**config.mk**
```make
export PLATFORM = sky130hd
export DESIGN_NAME = modem_ctl_stat
export DESIGN_NICKNAME = d
export VERILOG_FILES = /design/src/rtl/mdm_pkg.sv /design/src/rtl/mdm_sync.sv /design/src/rtl/mdm_ctrl_reg.sv /design/src/rtl/mdm_delta.sv /design/src/rtl/modem_ctl_stat.sv
export SDC_FILE = /design/constraint.sdc
export NUM_CORES = 1
export LEC_CHECK = 0
export CORE_MARGIN = 10
export CORE_UTILIZATION = 37
export CTS_BUF_LIST = sky130_fd_sc_hd__clkbuf_4 sky130_fd_sc_hd__clkbuf_8
export CTS_CLUSTER_DIAMETER = 80
export DETAILED_ROUTE_END_ITERATION = 8
export GPL_TIMING_DRIVEN = 0
export PLACE_DENSITY = 0.7
export SETUP_SLACK_MARGIN = 0.3
export SLEW_MARGIN = 20
export SYNTH_ARGS = -nofsm -noshare
export SYNTH_HDL_FRONTEND = slang
export SYNTH_SLANG_ARGS = --single-unit
export TNS_END_PERCENT = 50
```
**constraint.sdc**
```tcl
create_clock -name clk -period 2 [get_ports clk]
set_clock_uncertainty 0.15 [all_clocks]
set_input_delay 0.4 -clock clk [delete_from_list [all_inputs] [get_ports clk]]
set_output_delay 0.4 -clock clk [all_outputs]
set_load 0.02 [all_outputs]
```
**src/rtl/mdm_pkg.sv**
```systemverilog
package mdm_pkg;

    localparam int NLINES  = 4;
    localparam int CTRL_W  = 4;
    localparam int STAT_W  = 2 * NLINES;
    localparam int IDX_CTS = 0;
    localparam int IDX_DSR = 1;
    localparam int IDX_RI  = 2;
    localparam int IDX_CD  = 3;

    // control register layout, bit 3 down to bit 0
    typedef struct packed {
        logic aux2;
        logic aux1;
        logic rts;
        logic dtr;
    } mdm_ctrl_t;

    // asserted line levels, same order as status bits 7..4 and flags 3..0
    typedef struct packed {
        logic cd;
        logic ri;
        logic dsr;
        logic cts;
    } mdm_lines_t;

    typedef enum logic {
        SRC_PINS = 1'b0,
        SRC_LOOP = 1'b1
    } mdm_src_e;

    // loopback wiring of control bits onto the status levels
    function automatic mdm_lines_t loop_map(input mdm_ctrl_t c);
        mdm_lines_t l;
        l.cd  = c.aux2;
        l.ri  = c.aux1;
        l.dsr = c.dtr;
        l.cts = c.rts;
        return l;
    endfunction

    // active-low synchronized pins {dcd_n, ri_n, dsr_n, cts_n} to asserted levels
    function automatic mdm_lines_t pins_to_lines(input logic [NLINES-1:0] pins_n);
        return mdm_lines_t'(~pins_n);
    endfunction

    // change events: any edge, except ring indicator which reports its trailing edge only
    function automatic logic [NLINES-1:0] change_events(input mdm_lines_t prev,
                                                        input mdm_lines_t cur);
        logic [NLINES-1:0] ev;
        ev         = prev ^ cur;
        ev[IDX_RI] = prev.ri & ~cur.ri;
        return ev;
    endfunction

endpackage

```
**src/rtl/mdm_sync.sv**
```systemverilog
module mdm_sync #(
    parameter int          WIDTH     = 4,
    parameter int          STAGES    = 2,
    parameter logic        RESET_VAL = 1'b1
) (
    input  logic             clk,
    input  logic             rst,
    input  logic [WIDTH-1:0] d,
    output logic [WIDTH-1:0] q
);
    localparam int LAST = STAGES - 1;

    logic [WIDTH-1:0] stage_q [STAGES];

    generate
        for (genvar s = 0; s < STAGES; s++) begin : g_stage
            if (s == 0) begin : g_first
                always_ff @(posedge clk) begin
                    if (rst) stage_q[s] <= {WIDTH{RESET_VAL}};
                    else     stage_q[s] <= d;
                end
            end else begin : g_next
                always_ff @(posedge clk) begin
                    if (rst) stage_q[s] <= {WIDTH{RESET_VAL}};
                    else     stage_q[s] <= stage_q[s-1];
                end
            end
        end
    endgenerate

    assign q = stage_q[LAST];

endmodule

```
**src/rtl/mdm_ctrl_reg.sv**
```systemverilog
module mdm_ctrl_reg
    import mdm_pkg::*;
(
    input  logic      clk,
    input  logic      rst,
    input  logic      we,
    input  mdm_ctrl_t wdata,
    output mdm_ctrl_t q
);
    always_ff @(posedge clk) begin
        if (rst)     q <= '0;
        else if (we) q <= wdata;
    end

    // a write is visible on the next cycle
    assert_ctrl_write_R1: assert property (@(posedge clk) disable iff (rst)
        we |=> (q == $past(wdata)));

endmodule

```
**src/rtl/mdm_delta.sv**
```systemverilog
module mdm_delta
    import mdm_pkg::*;
(
    input  logic              clk,
    input  logic              rst,
    input  mdm_lines_t        lvl,
    input  logic              clr,
    output logic [NLINES-1:0] flags
);
    mdm_lines_t        prev_q;
    logic [NLINES-1:0] events;
    logic [NLINES-1:0] flags_d;

    always_comb begin
        events  = change_events(prev_q, lvl);
        // a new event on the clearing edge survives the clear
        flags_d = (flags & ~{NLINES{clr}}) | events;
    end

    always_ff @(posedge clk) begin
        if (rst) begin
            prev_q <= '0;
            flags  <= '0;
        end else begin
            prev_q <= lvl;
            flags  <= flags_d;
        end
    end

    // a falling ring level always leaves the ring flag set
    assert_ri_trailing_R6: assert property (@(posedge clk) disable iff (rst)
        $fell(lvl.ri) |=> flags[IDX_RI]);

    // a rising ring level never raises the ring flag by itself
    assert_ri_no_lead_R6: assert property (@(posedge clk) disable iff (rst)
        ($rose(lvl.ri) && !flags[IDX_RI]) |=> !flags[IDX_RI]);

    // a read with no change pending empties all flags
    assert_read_clears_R7: assert property (@(posedge clk) disable iff (rst)
        (clr && $stable(lvl)) |=> (flags == '0));

    // a CTS change on a read edge keeps its flag
    assert_set_wins_R8: assert property (@(posedge clk) disable iff (rst)
        (clr && $changed(lvl.cts)) |=> flags[IDX_CTS]);

endmodule

```
**src/rtl/modem_ctl_stat.sv**
```systemverilog
module modem_ctl_stat
    import mdm_pkg::*;
#(
    parameter int SYNC_STAGES = 2
) (
    input  logic        clk,
    input  logic        rst,
    input  logic        ctrl_we,
    input  logic [3:0]  ctrl_wdata,
    output logic [3:0]  ctrl_rdata,
    input  logic        stat_rd,
    output logic [7:0]  stat_rdata,
    input  logic        loopback,
    input  logic        irq_en,
    output logic        irq,
    input  logic        cts_n,
    input  logic        dsr_n,
    input  logic        dcd_n,
    input  logic        ri_n,
    output logic        rts_n,
    output logic        dtr_n
);
    mdm_ctrl_t         ctrl_q;
    logic [NLINES-1:0] pins_sync_n;
    mdm_lines_t        lvl_pins;
    mdm_lines_t        lvl_sel;
    logic [NLINES-1:0] flags;
    mdm_src_e          src;

    mdm_ctrl_reg u_ctrl (
        .clk   (clk),
        .rst   (rst),
        .we    (ctrl_we),
        .wdata (mdm_ctrl_t'(ctrl_wdata)),
        .q     (ctrl_q)
    );

    mdm_sync #(
        .WIDTH     (NLINES),
        .STAGES    (SYNC_STAGES),
        .RESET_VAL (1'b1)
    ) u_sync (
        .clk (clk),
        .rst (rst),
        .d   ({dcd_n, ri_n, dsr_n, cts_n}),
        .q   (pins_sync_n)
    );

    always_comb begin
        src      = loopback ? SRC_LOOP : SRC_PINS;
        lvl_pins = pins_to_lines(pins_sync_n);
        case (src)
            SRC_LOOP: lvl_sel = loop_map(ctrl_q);
            default:  lvl_sel = lvl_pins;
        endcase
    end

    mdm_delta u_delta (
        .clk   (clk),
        .rst   (rst),
        .lvl   (lvl_sel),
        .clr   (stat_rd),
        .flags (flags)
    );

    always_comb begin
        ctrl_rdata = ctrl_q;
        stat_rdata = {lvl_sel, flags};
        irq        = irq_en & (|flags);
        rts_n      = (src == SRC_LOOP) ? 1'b1 : ~ctrl_q.rts;
        dtr_n      = (src == SRC_LOOP) ? 1'b1 : ~ctrl_q.dtr;
    end

    // a request is never raised while disabled
    assert_irq_gated_R9: assert property (@(posedge clk) disable iff (rst)
        irq |-> irq_en);

    // a read with steady levels drops the request on the next cycle
    assert_irq_drop_R9: assert property (@(posedge clk) disable iff (rst)
        (stat_rd && $stable(stat_rdata[7:4])) |=> !irq);

    // outside loopback, a control write reaches the pins on the next cycle
    assert_pin_follow_R2: assert property (@(posedge clk) disable iff (rst)
        (ctrl_we && !loopback) ##1 !loopback |-> (rts_n == !$past(ctrl_wdata[1])));

endmodule

```
## Word-level counts from Yosys, hierarchy flattened

Memories as Yosys holds them, arrays and structs flattened.
Index checks and enable logic that the tools add are counted.

- Flip-flop bits (word level): 12
- Memory bits (writable): 8
- Input port bits: 14
- Output and inout port bits: 15
- Memories kept: 1

Memories:

| name | depth | width | rd ports | clocked after Yosys merged registers in | write ports | line | text |
|---|---|---|---|---|---|---|---|
| u_sync.stage_q | 2 | 4 | 2 | 0 | 2 | mdm_sync.sv:13 | `logic [WIDTH-1:0] stage_q [STAGES];` |

- Muxes and demuxes: 9
- Bitwise logic cells: 12
- Reduce and logical (&&, ||, !) cells: 1

Operator list:

| kind | number |
|---|---|
| 2-to-1 mux 4 bit | 3 |
| NOT 4 bit | 2 |
| 2-to-1 mux 1 bit | 6 |
| bitwise AND 4 bit | 1 |
| bitwise OR 4 bit | 1 |
| OR reduction 4 bit | 1 |
| XOR 4 bit | 1 |
| NOT 1 bit | 3 |
| bitwise AND 1 bit | 2 |
| bitwise OR 1 bit | 2 |

## Depth between registers and ports, before layout

- Depth after elaboration: 5
- Gate-level depth with buffers: 3
- Depth with buffers taken out: 3

## By module

From an unflattened synthesis, not the netlist that was laid out.

- Cells, all modules: 65
- Area, all modules: 679.4 sq um

Modules (own cells, without submodules):

| module | times used | cells each | area each (sq um) |
|---|---|---|---|
| mdm_delta | 1 | 24 | 265.3 |
| mdm_sync | 1 | 16 | 210.2 |
| mdm_ctrl_reg | 1 | 13 | 140.1 |
| modem_ctl_stat | 1 | 12 | 63.8 |

## Worst setup path after synthesis

Ideal clock, no wire load.

- Path kind: reg2out
- Start: reg u_ctrl.q[1] (netlist bit)
- End: out stat_rdata[4]
- Arrival: 0.937 ns
- Required time: 1.450 ns
- Path slack: 0.513 ns
- Cell stages (with the launch flop): 4
- Buffers on the path: 0
- Path through: dfxtp_1 nor2b_1 or2_1 inv_1

- Cells in the longest elaborated chain, start to end: 1

Ends and longest elaborated chain:

| what | line | text |
|---|---|---|
| start: declaration | mdm_ctrl_reg.sv:8 | `output mdm_ctrl_t q` |
| start signal: assignment | mdm_ctrl_reg.sv:12 | `else if (we) q <= wdata;` |
| 2-to-1 mux 4 bit | modem_ctl_stat.sv:52 | `case (src)` |
| end: declaration | modem_ctl_stat.sv:12 | `output logic [7:0] stat_rdata,` |

No other way between the ends.

## Final worst setup path

- Start: reg u_delta.flags[0]
- End: out stat_rdata[0]

RTL lines:

| what | line | text |
|---|---|---|
| start: declaration | mdm_delta.sv:8 | `output logic [NLINES-1:0] flags` |
| start signal: assignment | mdm_delta.sv:26 | `flags <= flags_d;` |

No word-level cell between the ends.

==> flow_metrics.env <==
export IMPL_dp_slack_ps=-693
export IMPL_power_total_mw=0.779
export IMPL_first_global_vias=649
export IMPL_antennaDiodeCount=0
export IMPL_synth_cell_type_count=16
export IMPL_worst_slew_pin_slew_ps=445
export IMPL_cp_top_family="buffers and inverters"
export IMPL_first_iter_violations=11
export IMPL_p_switching_mw=0.201
export IMPL_p_int_mw=0.578
export IMPL_fin_cells=134
export IMPL_dr_pass1_iters=4
export IMPL_vias_per_cell=4.58
export IMPL_synth_area_per_cell_sq_um=9.70
export IMPL_crit_path_top_delay_cell="clkdlybuf4s50_1"
export IMPL_timing_final_crit_period_ps=1800
export IMPL_pwr_share_comb_pct=20.6
export IMPL_netlist_area_sq_um=737
export IMPL_report_final_setup_viol=0
export IMPL_hold_ws_ps=267
export IMPL_synth_top_area_share_pct=54.3
export IMPL_placed_area_sq_um=1030
export IMPL_top_layer="met4"
export IMPL_postSynthCellCount=76
export IMPL_routed_wl_um=1830
export IMPL_core_area_sq_um=1920
export IMPL_path_buf_inv=1
export IMPL_grt_max_degree=11
export IMPL_layout_setup_ws_ps=196
export IMPL_die_w_um=64.6
export IMPL_track_usage_pct=9.39
export IMPL_ff_latch_area_sq_um=407
export IMPL_peakVddDrop_mv=0.506
export IMPL_clock_path_buffers=2
export IMPL_hold_viol=0
export IMPL_synth_seq_area_share_pct=54.3
export IMPL_clock_power_share_pct=23.6
export IMPL_drive_gt1_share_pct=25.2
export IMPL_wl_met1_um=755
export IMPL_end_kind="output port"
export IMPL_p_per_area_nw_per_um2=709
export IMPL_grt_setup_unrepaired="yes"
export IMPL_ios=29
export IMPL_dp_cells=129
export IMPL_crit_required_ps=1450
export IMPL_clock_sinks=20
export IMPL_fin_util_pct=57.2
export IMPL_setup_tns_ps=0
export IMPL_arrival_ps=1250
export IMPL_clockRootBuffer="clkbuf_4"
export IMPL_p_leak_nw=0.529
export IMPL_cp_slowest_stage_delay_ps=610
export IMPL_maxSlewViolCount=0
export IMPL_wl_met3_um=122
export IMPL_hp_class="flip-flop to flip-flop"
export IMPL_hpwl_um=1350
export IMPL_syn_nets=90
export IMPL_switching_share_pct=25.8
export IMPL_htreeDepth=1
export IMPL_start_util_pct=38.3
export IMPL_numPortBuffers=26
export IMPL_rows=16
export IMPL_grt_overflow=0
export IMPL_cp_cell_sequence="clkdlybuf4s50_1"
export IMPL_yosysWarnings=0
export IMPL_syn2layout_area_growth_pct=49.1
export IMPL_antenna_found_initial=0
export IMPL_nets=123
export IMPL_num_vias=614
export IMPL_max_freq_ghz=0.554
export IMPL_ys_seq_elements=20
export IMPL_nFillCells=186
export IMPL_slew_headroom_pct=70.3
export IMPL_path_class="flip-flop to output port"
export IMPL_outcome="completed"
export IMPL_tritoncts="yes"
export IMPL_yosys_top_cells_area="dfxtp_1 (54%), nor2b_1 (8.5%), or2_2 (6.8%)"
export IMPL_p_seq_share_pct=55.8
export IMPL_wl_met2_um=939
export IMPL_insertion_delay_ps=290
export IMPL_drt_wirelength_per_cell_um=13.6
export IMPL_multi_input_area_sq_um=332
export IMPL_cts_hold_buf=0
export IMPL_chipHeight_um=64.6
export IMPL_drc=0
export IMPL_min_period_over_period_pct=90.2
export IMPL_dieArea_sq_um=4180
export IMPL_cts_buffers_inserted=3
export IMPL_cap_violations=0
export IMPL_final_cell_area_sq_um=1100
export IMPL_synth_top_area_cell="dfxtp_1"
export IMPL_grt_pass1_wl_um=3170
export IMPL_routabilityCongestion=0.679
export IMPL_cp_start_kind="flip-flop"
export IMPL_clk_pin_slew_ps=100
export IMPL_cp_max_fo=3
export IMPL_ant_nets=0
## power by group through the flow
stage | Clock (mW) | Combinational (mW) | Sequential, mW
after CTS | 0.191 | 0.163 | 0.435
after global placement | 0 | 0.153 | 0.442
final | 0.184 | 0.160 | 0.435
after global routing | 0.209 | 0.175 | 0.438
after floorplan | 0 | 0.0652 | 0.454
after detailed placement | 0 | 0.156 | 0.443
## flip-flops by register name (all words and copies together), names as in the netlist
name and flops:
u_sync.stage_q 8, u_ctrl.q 4, u_delta.flags 4, u_delta.prev_q 4
## worst reg2reg max path, cell delays in order, from the launching register on
cell and delay (ps):
dfxtp_1 320, nor2b_4 120, or2_1 250, buf_4 150
a211oi_1 210
## layer usage
layer	GRT usage (%)	vias to the layer above
met2	16.1	16
met1	9.93	287
met4	4.01	0
met5	0	-
met3	3.78	2
li1	-	309
## logic make-up (layout without fill, tap and decap cells)
logic type,count (synthesis),count (layout),synth area share [%]
mux,4,4,5.43
simple gates,40,40,31.2
buf+inv,6,37,3.06
flops,20,20,54.3
compound gates,6,6,5.94
## path summary, 6_finish.rpt
path / from / to / slack (ps) / cells after the start
hold reg to reg: u_sync.stage_q[0][1] / u_sync.stage_q[1][1] / 270 / 1
hold / removal: u_sync.stage_q[0][1] / u_sync.stage_q[1][1] / 270 / 1
setup / recovery: u_delta.flags[0] / stat_rdata[0] / 200 / 1
setup reg to reg: u_sync.stage_q[1][0] / u_delta.flags[0] / 720 / 4
## cell usage in the layout, fill, tap and decap left out
cell type         n
nor4b_1           3
clkdlybuf4s50_1  12
o21ai_0           1
nor2b_4           2
mux2i_1           4
buf_6             3
nor2_1           11
clkbuf_1          3
dlygate4sd2_1     3
nor2b_2           1
a21oi_1           1
or2_1             3
dlymetal6s2s_1    5
clkbuf_4          3
a211oi_1          3
dfxtp_1          15
and2b_1           1
buf_4             3
clkdlybuf4s15_2   1
or2_2             8
o41a_1            1
inv_1             3
nor2b_1           7
buf_2             1
nand2b_1          3
nor3_1            1
dfxtp_2           5
## synthesized netlist by cell type (all sizes together)
library cell  number
mux2i              4
nor4b              3
a21oi              1
or2               11
and2b              1
o21ai              1
nor2              11
nor3               1
dfxtp             20
clkbuf             3
nand2b             3
o41a               1
inv                3
nor2b             10
a211oi             3
## area by class of cell
class	count	share of cell area [%]
sequential	20	37.0
clock buffer	3	2.05
inverter	3	1.03
timing repair buffer	28	25.6
multi-input combinational	50	30.2
tap	27	3.08
buffer	3	1.03
## repair_timing
item	4_1_cts	5_1_grt
cloned	0	0
gates resized for setup	43	6
pin swaps	3	0
buffers inserted	2	0
setup endpoints to repair	15	13
Power figures use the tool's default switching activity.
